$ cat src/rtl/uart_rx_lsr_pkg.sv
package uart_rx_lsr_pkg;
  typedef struct packed {
    logic brk;
    logic ferr;
    logic perr;
  } rx_err_t;

  typedef struct packed {
    rx_err_t    err;
    logic [7:0] data;
  } rx_entry_t;
endpackage

$ cat src/rtl/rx_store.sv
module rx_store
  import uart_rx_lsr_pkg::*;
#(
  parameter int unsigned DEPTH = 64,
  localparam int unsigned PTR_W = $clog2(DEPTH),
  localparam int unsigned CNT_W = $clog2(DEPTH + 1)
) (
  input  logic             clk_i,
  input  logic             rst_ni,
  input  logic             flush_i,
  input  logic             cap_one_i,
  input  logic             push_i,
  input  rx_entry_t        entry_i,
  input  logic             pop_i,
  output rx_entry_t        head_o,
  output rx_entry_t        next_o,
  output logic [CNT_W-1:0] count_o,
  output logic             push_ok_o,
  output logic             pop_ok_o
);
  rx_entry_t        mem [DEPTH];
  logic [PTR_W-1:0] rd_ptr, wr_ptr;
  logic [CNT_W-1:0] count;
  logic             full, empty;

  assign empty     = (count == '0);
  assign full      = cap_one_i ? !empty : (count == CNT_W'(DEPTH));
  assign pop_ok_o  = pop_i && !empty && !flush_i;
  assign push_ok_o = push_i && !flush_i && (!full || pop_ok_o);
  assign head_o    = mem[rd_ptr];
  assign next_o    = mem[PTR_W'(rd_ptr + 1'b1)];
  assign count_o   = count;

  always_ff @(posedge clk_i) begin
    if (push_ok_o) mem[wr_ptr] <= entry_i;
  end

  always_ff @(posedge clk_i or negedge rst_ni) begin
    if (!rst_ni) begin
      rd_ptr <= '0;
      wr_ptr <= '0;
      count  <= '0;
    end else if (flush_i) begin
      rd_ptr <= '0;
      wr_ptr <= '0;
      count  <= '0;
    end else begin
      if (push_ok_o) wr_ptr <= PTR_W'(wr_ptr + 1'b1);
      if (pop_ok_o)  rd_ptr <= PTR_W'(rd_ptr + 1'b1);
      case ({push_ok_o, pop_ok_o})
        2'b10:   count <= count + 1'b1;
        2'b01:   count <= count - 1'b1;
        default: count <= count;
      endcase
    end
  end

  assert_depth_limit_R5: assert property (@(posedge clk_i) disable iff (!rst_ni)
    count <= CNT_W'(DEPTH));
  assert_single_slot_R4: assert property (@(posedge clk_i) disable iff (!rst_ni)
    cap_one_i |-> count <= CNT_W'(1));
  assert_empty_pop_R9: assert property (@(posedge clk_i) disable iff (!rst_ni)
    (pop_i && empty && !flush_i && !push_i) |=> ($stable(rd_ptr) && count == '0));
endmodule

$ cat src/rtl/rx_err_track.sv
module rx_err_track
  import uart_rx_lsr_pkg::*;
(
  input  logic    clk_i,
  input  logic    rst_ni,
  input  logic    flush_i,
  input  logic    lsr_rd_i,
  input  logic    ovr_i,
  input  logic    load_i,
  input  rx_err_t flags_i,
  output logic    oe_o,
  output rx_err_t err_o
);
  logic    oe_q;
  rx_err_t err_q;

  // set beats clear: a same-cycle event survives the status read
  always_ff @(posedge clk_i or negedge rst_ni) begin
    if (!rst_ni) begin
      oe_q  <= 1'b0;
      err_q <= '0;
    end else begin
      oe_q <= (oe_q && !lsr_rd_i) || ovr_i;
      if (flush_i) err_q <= '0;
      else         err_q <= (lsr_rd_i ? rx_err_t'('0) : err_q) | (load_i ? flags_i : rx_err_t'('0));
    end
  end

  assign oe_o  = oe_q;
  assign err_o = err_q;

  assert_read_clears_R8: assert property (@(posedge clk_i) disable iff (!rst_ni)
    (lsr_rd_i && !ovr_i) |=> !oe_o);
  assert_event_wins_R8: assert property (@(posedge clk_i) disable iff (!rst_ni)
    ovr_i |=> oe_o);
  assert_flush_clears_R10: assert property (@(posedge clk_i) disable iff (!rst_ni)
    flush_i |=> err_o == '0);
endmodule

$ cat src/rtl/uart_rx_lsr.sv
module uart_rx_lsr
  import uart_rx_lsr_pkg::*;
#(
  parameter int unsigned DEPTH = 64,
  localparam int unsigned CNT_W = $clog2(DEPTH + 1)
) (
  input  logic       clk_i,
  input  logic       rst_ni,
  input  logic       fifo_en_i,
  input  logic       fifo_reset_i,
  input  logic       char_valid_i,
  input  logic [7:0] char_data_i,
  input  logic       char_perr_i,
  input  logic       char_ferr_i,
  input  logic       char_brk_i,
  input  logic       rbr_rd_i,
  input  logic       lsr_rd_i,
  input  logic       tx_empty_i,
  input  logic       tx_req_i,
  output logic [7:0] rbr_data_o,
  output logic [7:0] lsr_o
);
  logic             mode_q, flush;
  rx_entry_t        in_entry, head, next;
  logic [CNT_W-1:0] count;
  logic             push_ok, pop_ok, ovr_evt, head_load, oe;
  rx_err_t          head_flags, err;

  always_ff @(posedge clk_i or negedge rst_ni) begin
    if (!rst_ni) mode_q <= 1'b0;
    else         mode_q <= fifo_en_i;
  end

  assign flush    = fifo_reset_i || (fifo_en_i != mode_q);
  assign in_entry = '{err: '{brk: char_brk_i, ferr: char_ferr_i, perr: char_perr_i},
                      data: char_data_i};

  rx_store #(.DEPTH(DEPTH)) u_store (
    .clk_i    (clk_i),
    .rst_ni   (rst_ni),
    .flush_i  (flush),
    .cap_one_i(!mode_q),
    .push_i   (char_valid_i),
    .entry_i  (in_entry),
    .pop_i    (rbr_rd_i),
    .head_o   (head),
    .next_o   (next),
    .count_o  (count),
    .push_ok_o(push_ok),
    .pop_ok_o (pop_ok)
  );

  assign ovr_evt = char_valid_i && !push_ok && !flush;

  // which entry becomes the head this cycle, if any
  always_comb begin
    head_load  = 1'b0;
    head_flags = '0;
    if (count == '0 && push_ok) begin
      head_load  = 1'b1;
      head_flags = in_entry.err;
    end else if (pop_ok && count >= CNT_W'(2)) begin
      head_load  = 1'b1;
      head_flags = next.err;
    end else if (pop_ok && push_ok) begin
      head_load  = 1'b1;
      head_flags = in_entry.err;
    end
  end

  rx_err_track u_err (
    .clk_i   (clk_i),
    .rst_ni  (rst_ni),
    .flush_i (flush),
    .lsr_rd_i(lsr_rd_i),
    .ovr_i   (ovr_evt),
    .load_i  (head_load),
    .flags_i (head_flags),
    .oe_o    (oe),
    .err_o   (err)
  );

  assign rbr_data_o = (count != '0) ? head.data : 8'h00;
  assign lsr_o = {fifo_en_i, tx_empty_i, tx_req_i, err.brk, err.ferr, err.perr, oe,
                  (count != '0)};

  assert_push_sets_dr_R3: assert property (@(posedge clk_i) disable iff (!rst_ni)
    (push_ok && !pop_ok) |=> lsr_o[0]);
  assert_empty_reads_zero_R9: assert property (@(posedge clk_i) disable iff (!rst_ni)
    !lsr_o[0] |-> rbr_data_o == 8'h00);
endmodule

$ cat config.mk
export PLATFORM = sky130hd
export DESIGN_NAME = uart_rx_lsr
export DESIGN_NICKNAME = d
export VERILOG_FILES = /design/src/rtl/uart_rx_lsr_pkg.sv /design/src/rtl/rx_store.sv /design/src/rtl/rx_err_track.sv /design/src/rtl/uart_rx_lsr.sv
export SDC_FILE = /design/constraint.sdc
export NUM_CORES = 1
export LEC_CHECK = 0
export BUFFER_PORTS_ARGS = -buffer_cell sky130_fd_sc_hd__buf_2
export CAP_MARGIN = 10
export CELL_PAD_IN_SITES_DETAIL_PLACEMENT = 1
export CELL_PAD_IN_SITES_GLOBAL_PLACEMENT = 1
export CORE_ASPECT_RATIO = 1.5
export CORE_MARGIN = 1
export CORE_UTILIZATION = 60
export CTS_CLUSTER_SIZE = 25
export DETAILED_ROUTE_END_ITERATION = 8
export HOLD_SLACK_MARGIN = 0.06
export MAX_ROUTING_LAYER = met4
export PLACE_DENSITY = 0.87
export SETUP_SLACK_MARGIN = 0.4
export SYNTH_ARGS = -nofsm -noshare
export SYNTH_HDL_FRONTEND = slang
export SYNTH_SLANG_ARGS = --single-unit
export TNS_END_PERCENT = 1
$ cat constraint.sdc
create_clock -name clk_i -period 6.57 [get_ports clk_i]
set_input_delay 0.9855 -clock clk_i [delete_from_list [all_inputs] [get_ports clk_i]]
set_output_delay 0.9855 -clock clk_i [all_outputs]
set_load 0.02 [all_outputs]
[After elaboration in Yosys (flattened, before gate mapping)]
Memory sizes are Yosys's and may differ from the RTL's.
Index checks and enable logic that the tools add are counted.
Operators by class
  order comparisons: 1
  bitwise logic cells: 1
  add/sub/neg operators: 4
  equality and inequality tests: 4
  muxes and demuxes: 19
  reductions and logical operators: 23
Operators by type and width (number)
  two-way mux 6 bit: 4
  two-way mux 3 bit: 6
  case mux 7 bit (2 select lines): 1
  adder 6 x 1 -> 6 bit (second input constant): 2
  logical AND 1 bit: 10
  two-way mux 8 bit: 1
  adder 7 x 1 -> 7 bit (second input constant): 1
  == test 7 bit (second input constant): 1
  >= comparator 7 x 2 -> 1 bit (second input constant): 1
  zero test 7 bit: 1
  two-way mux 7 bit: 1
  nonzero test 7 bit: 1
  subtractor 7 x 1 -> 7 bit (second input constant): 1
  two-way mux 1 bit: 6
  zero test 1 bit: 5
  nonzero test 2 bit: 2
  logical OR 1 bit: 3
  bitwise OR 3 bit: 1
  nonzero test 3 bit: 1
  == test 2 x 1 -> 1 bit (second input constant): 1
  == test 2 bit (second input constant): 1
  inequality test 1 bit: 1
Word-level totals
  output and inout port bits: 16
  RAM bits: 704
  memories kept: 1
  word-level logic and storage cells: 61
  bits in registers: 24
  input bits: 20
Memory list
  u_store.mem: words 64, width 11, rd ports 2, clocked after Yosys merged registers in 0, wr ports 1, RTL line rx_store.sv:21  | rx_entry_t mem [DEPTH];

[Longest topological paths before layout]
  word-level depth: 13
  depth in mapped cells: 13
  mapped depth without buffers: 13

[Hierarchy]
From an unflattened synthesis, not the netlist that was laid out.
Second synthesis, totals
  cells, all modules: 1697
  area total of the unflattened synthesis: 34405.5 um^2
By module, submodules not included
  rx_store: cells each 1645, area each 33975.1 um^2, instances 1, sequential area each 21615.7 um^2
  uart_rx_lsr: cells each 37, area each 274.0 um^2, instances 1, sequential area each 25.0 um^2
  rx_err_track: cells each 15, area each 156.4 um^2, instances 1, sequential area each 100.1 um^2

[Worst setup path after synthesis]
OpenSTA, ideal clock, no wires.
  path kind: flip-flop to output port
  start: register u_store.rd_ptr[0]
  end: output port rbr_data_o[0]
  data required time: 5.584 ns
  slack: 3.229 ns
  stages on the path, launching flop included: 10
  path buffers: 4
  arrival time: 2.356 ns
  path through: dfrtp_1 > clkbuf_1 > buf_4 > buf_2 > buf_2 > mux4_2 > a211oi_1 > nand2_1 > nand4_1 > o21ai_0
On the way
  word-level cells in the longest chain between the ends: 2
Ends and longest elaborated chain
  start: declaration: RTL line rx_store.sv:22  | logic [PTR_W-1:0] rd_ptr, wr_ptr;
  start signal: assignment: RTL line rx_store.sv:49  | if (pop_ok_o) rd_ptr <= PTR_W'(rd_ptr + 1'b1);
  memory read (64 x 11 bit)
  two-way mux 8 bit: RTL line uart_rx_lsr.sv:83  | assign rbr_data_o = (count != '0) ? head.data : 8'h00;
  end: declaration: RTL line uart_rx_lsr.sv:20  | output logic [7:0] rbr_data_o,
No other way between the ends.

[Final worst setup path]
  start: register u_store.rd_ptr[0]
  end: output port rbr_data_o[3]
The elaborated chain is that of the path after synthesis.

==> results.sh <==
export IMPL_dp_hpwl_um=44530
export IMPL_ys_top_cells_by_area="edfxtp_1 73%, mux4_2 15%, dfrtp_1 2.1%, nor2_1 1.3%, nand2_1 0.90%"
export IMPL_arrival_ns=4.23
export IMPL_post_cts_buffers=0
export IMPL_drv_slew=0
export IMPL_drive_above_1_share_pct=25.66
export IMPL_crit_required_ns=5.58
export IMPL_setup_violations=0
export IMPL_reg2reg_slack_ns=2.01
export IMPL_synth_warnings=0
export IMPL_rsz0062_at_grt="no"
export IMPL_finalHoldViolCount=0
export IMPL_path_cells="buf_4 -> mux4_2 -> mux4_2 -> mux2i_1 -> o21ai_0 -> buf_2"
export IMPL_cts_tree="yes"
export IMPL_rows=98
export IMPL_firstDrtPassIters=7
export IMPL_dieHeight_um=270.3
export IMPL_min_path_type="in -> async"
export IMPL_cts_htree_levels=2
export IMPL_vias=15330
export IMPL_fin_tns_setup_ns=0
export IMPL_fp_dieW_um=180.9
export IMPL_antenna_found_initial=2
export IMPL_numCtsBuffers=61
export IMPL_max_slew_margin_pct=13.11
export IMPL_ys_flop_type="edfxtp_1"
export IMPL_period_minus_slack_ns=5.212
export IMPL_vias_per_cell=7.255
export IMPL_cp_common_cell="mux4_2"
export IMPL_power_density_mw_per_mm2=281.8
export IMPL_p_seq_share_pct=57.0
export IMPL_yosysMostFrequentCell="edfxtp_1"
export IMPL_grt_pass1_wl_um=115000
export IMPL_combPwrFrac_pct=3.0
export IMPL_synth_edff_count=704
export IMPL_ys_ff_latch=728
export IMPL_worst_pin_slew_ns=1.299
export IMPL_grt_use_total_pct=34.77
export IMPL_holdBufCountCts=0
export IMPL_drc=0
export IMPL_wire_per_inst_um=37.98
export IMPL_core_mm2=0.04758
export IMPL_reg2reg_to="u_err.err_o[0]"
export IMPL_synth_yosys_seq_area_share_pct=75.51
export IMPL_cp_start_kind="flop"
export IMPL_max_stage_delay_ns=1.08
export IMPL_synth_avg_cell_area_um2=20.60
export IMPL_synthesis_nets=1426
export IMPL_cts_clk_slew_worst_paths_ns=0.07
export IMPL_final_nets=1495
export IMPL_wirelength_um=80240
export IMPL_final_util_pct=66.80
export IMPL_syn_inst=1398
export IMPL_intPower_mw=7.117
export IMPL_p_leak_nw=9.723
export IMPL_rr_worst_depth=9
export IMPL_antenna_left=0
export IMPL_worst_clock_skew_ns=0.02253
export IMPL_grt_max_degree=68
export IMPL_yosys_area_top_type="edfxtp_1"
export IMPL_cts_resized=0
export IMPL_worst_skew_pair_late_latency_ns=0.62
export IMPL_synth_top_cell_area_share_pct=73.42
export IMPL_reg2reg_from="u_store.rd_ptr[0]"
export IMPL_status="completed"
export IMPL_area_growth_pct=10.37
export IMPL_grt_overflow=0
export IMPL_ys_types=60
export IMPL_crit_fanout=43
export IMPL_peakVddDrop_mv=0.2507
export IMPL_gp_congestion=0.8784
export IMPL_clockBufferDepth=3
export IMPL_synth_area_mm2=0.02879
export IMPL_io_pin_count=36
export IMPL_cts_sinks=728
export IMPL_maxCapViolations=0
export IMPL_slowest_stage="dfrtp_4"
export IMPL_max_freq_ghz=0.1919
export IMPL_initial_core_util_pct=60.52
export IMPL_numPortBuffers=31
export IMPL_total_power_mw=8.956
export IMPL_synth_common_cells="704 x edfxtp_1, 192 x mux4_2, 99 x nor2_1, 69 x nand2_1, 29 x buf_2"
export IMPL_pwr_share_clk_pct=40.0
export IMPL_grt_pass1_vias=16220
export IMPL_power_switching_mw=1.840
export IMPL_power_share_switching_pct=20.54
export IMPL_drt_iter0_drc=2082
export IMPL_period_share_pct=79.33
export IMPL_end_kind="output port"
export IMPL_die_area_mm2=0.04889
export IMPL_synthArstFlopShare_pct=3.297
export IMPL_criticalPathCategory="reg -> out"
export IMPL_cts_root_buf="clkbuf_16"
worst max-delay path: cells and delay by family, from the launching register on:
kind / cells / cell delay, ns
muxes: 3 / 1.47
DFF: 1 / 1.08
buffers and inverters: 2 / 0.76
AOI/OAI and AO/OA: 1 / 0.24
power by group through the flow:
stage | Sequential [mW] | Combinational (mW) | Clock, mW
after floorplan | 5.20 | 0.132 | 0
after detailed placement | 5.21 | 0.257 | 0
final | 5.10 | 0.273 | 3.58
after CTS | 5.11 | 0.265 | 3.59
after global routing | 5.10 | 0.282 | 3.71
after global placement | 5.21 | 0.240 | 0
sequential cells by signal, indices dropped and copies added (netlist names):
register         flops
u_store.count_o      7
u_err.oe_o           1
u_err.err_o          3
u_store.rd_ptr       6
mode_q               1
u_store.wr_ptr       6
u_store.mem        704
cell usage in the layout (no fill, tap or decap), types with 3 or more instances in the layout:
cell       synthesis  layout
a211o_1            3       3
nand4_1            5       5
clkinv_1           0      14
ha_1               7       6
buf_4             10      42
xnor2_1            8       7
nor3_1             4       4
nor2_1            99      99
bufinv_16          0       5
o211ai_1          11      11
a211oi_1          19      19
edfxtp_1         704     704
o21ai_0           16      16
mux4_2           192     192
a21oi_1           15      15
clkbuf_1          27      14
mux2i_1           25      25
nor2b_1           18      18
nand3_1           22      22
nand2b_1           6       6
inv_1              7       7
dfrtp_4            0       3
and2_1             7       7
nand2_1           69      69
mux2_2             9       9
buf_12             0       8
clkbuf_16          0      63
xor2_1             8       7
buf_2             29      31
dfrtp_1           24      19
a31oi_1            7       7
clkinv_2           0      10
metrics by stage:
| stage | cells | setup slack [ns] | cell area (µm²) | hold slack, ns |
|---|---|---|---|---|
| floorplan | 1398 | 3.229 | 28790 | 0.5005 |
| global placement | 1995 | 2.074 | 29760 | 0.5406 |
| detailed placement | 1995 | 2.030 | 29760 | 0.5409 |
| CTS | 2103 | 1.338 | 31660 | 0.3678 |
| global route | 2113 | 1.170 | 31780 | 0.4100 |
| finish | 2113 | 1.358 | 31780 | 0.3715 |
layer usage:
layer | vias up | global-route usage (%) | wire, µm
met1 | 7918 | 41.43 | 26660
met4 | 0 | 21.73 | 5558
met5 | - | - | 0
met2 | 1240 | 55.84 | 40420
met3 | 323 | 5.663 | 7605
li1 | 5848 | - | -
logic make-up after synthesis:
kind of cell | count (synthesis) | synth area share [%]
XOR/XNOR | 17 | 0.5432
flip-flops | 728 | 75.51
adder cells (fa/ha/maj) | 8 | 0.3737
AO/OA/AOI/OAI | 87 | 2.060
buffers and inverters | 86 | 1.404
AND/OR/NAND/NOR | 246 | 3.876
multiplexers | 226 | 16.24
final cells by class:
class                      count  area, µm²
sequential                   728      21750
fill                        3721      15800
multi-input combinational    584       6678
clock buffer                  77       1629
tap                          600      750.7
timing repair buffer          84      666.9
clock inverter                31      269.0
inverter                       8      30.03
antenna                        1      2.502
worst max-delay path by stage:
| stage | from | to | slack, ns | cells past startpoint |
|---|---|---|---|---|
| finish | u_store.rd_ptr[0] | rbr_data_o[3] | 1.36 | 6 |
| global route | u_store.rd_ptr[0] | rbr_data_o[1] | 1.17 | 6 |
| CTS | u_store.rd_ptr[0] | rbr_data_o[1] | 1.34 | 6 |
| detailed placement | u_store.rd_ptr[0] | rbr_data_o[1] | 2.03 | 6 |
| global placement | u_store.rd_ptr[0] | rbr_data_o[1] | 2.07 | 6 |
| floorplan | u_store.rd_ptr[0] | rbr_data_o[0] | 3.23 | 9 |
Note: power is estimated with default switching activity, not from simulation.
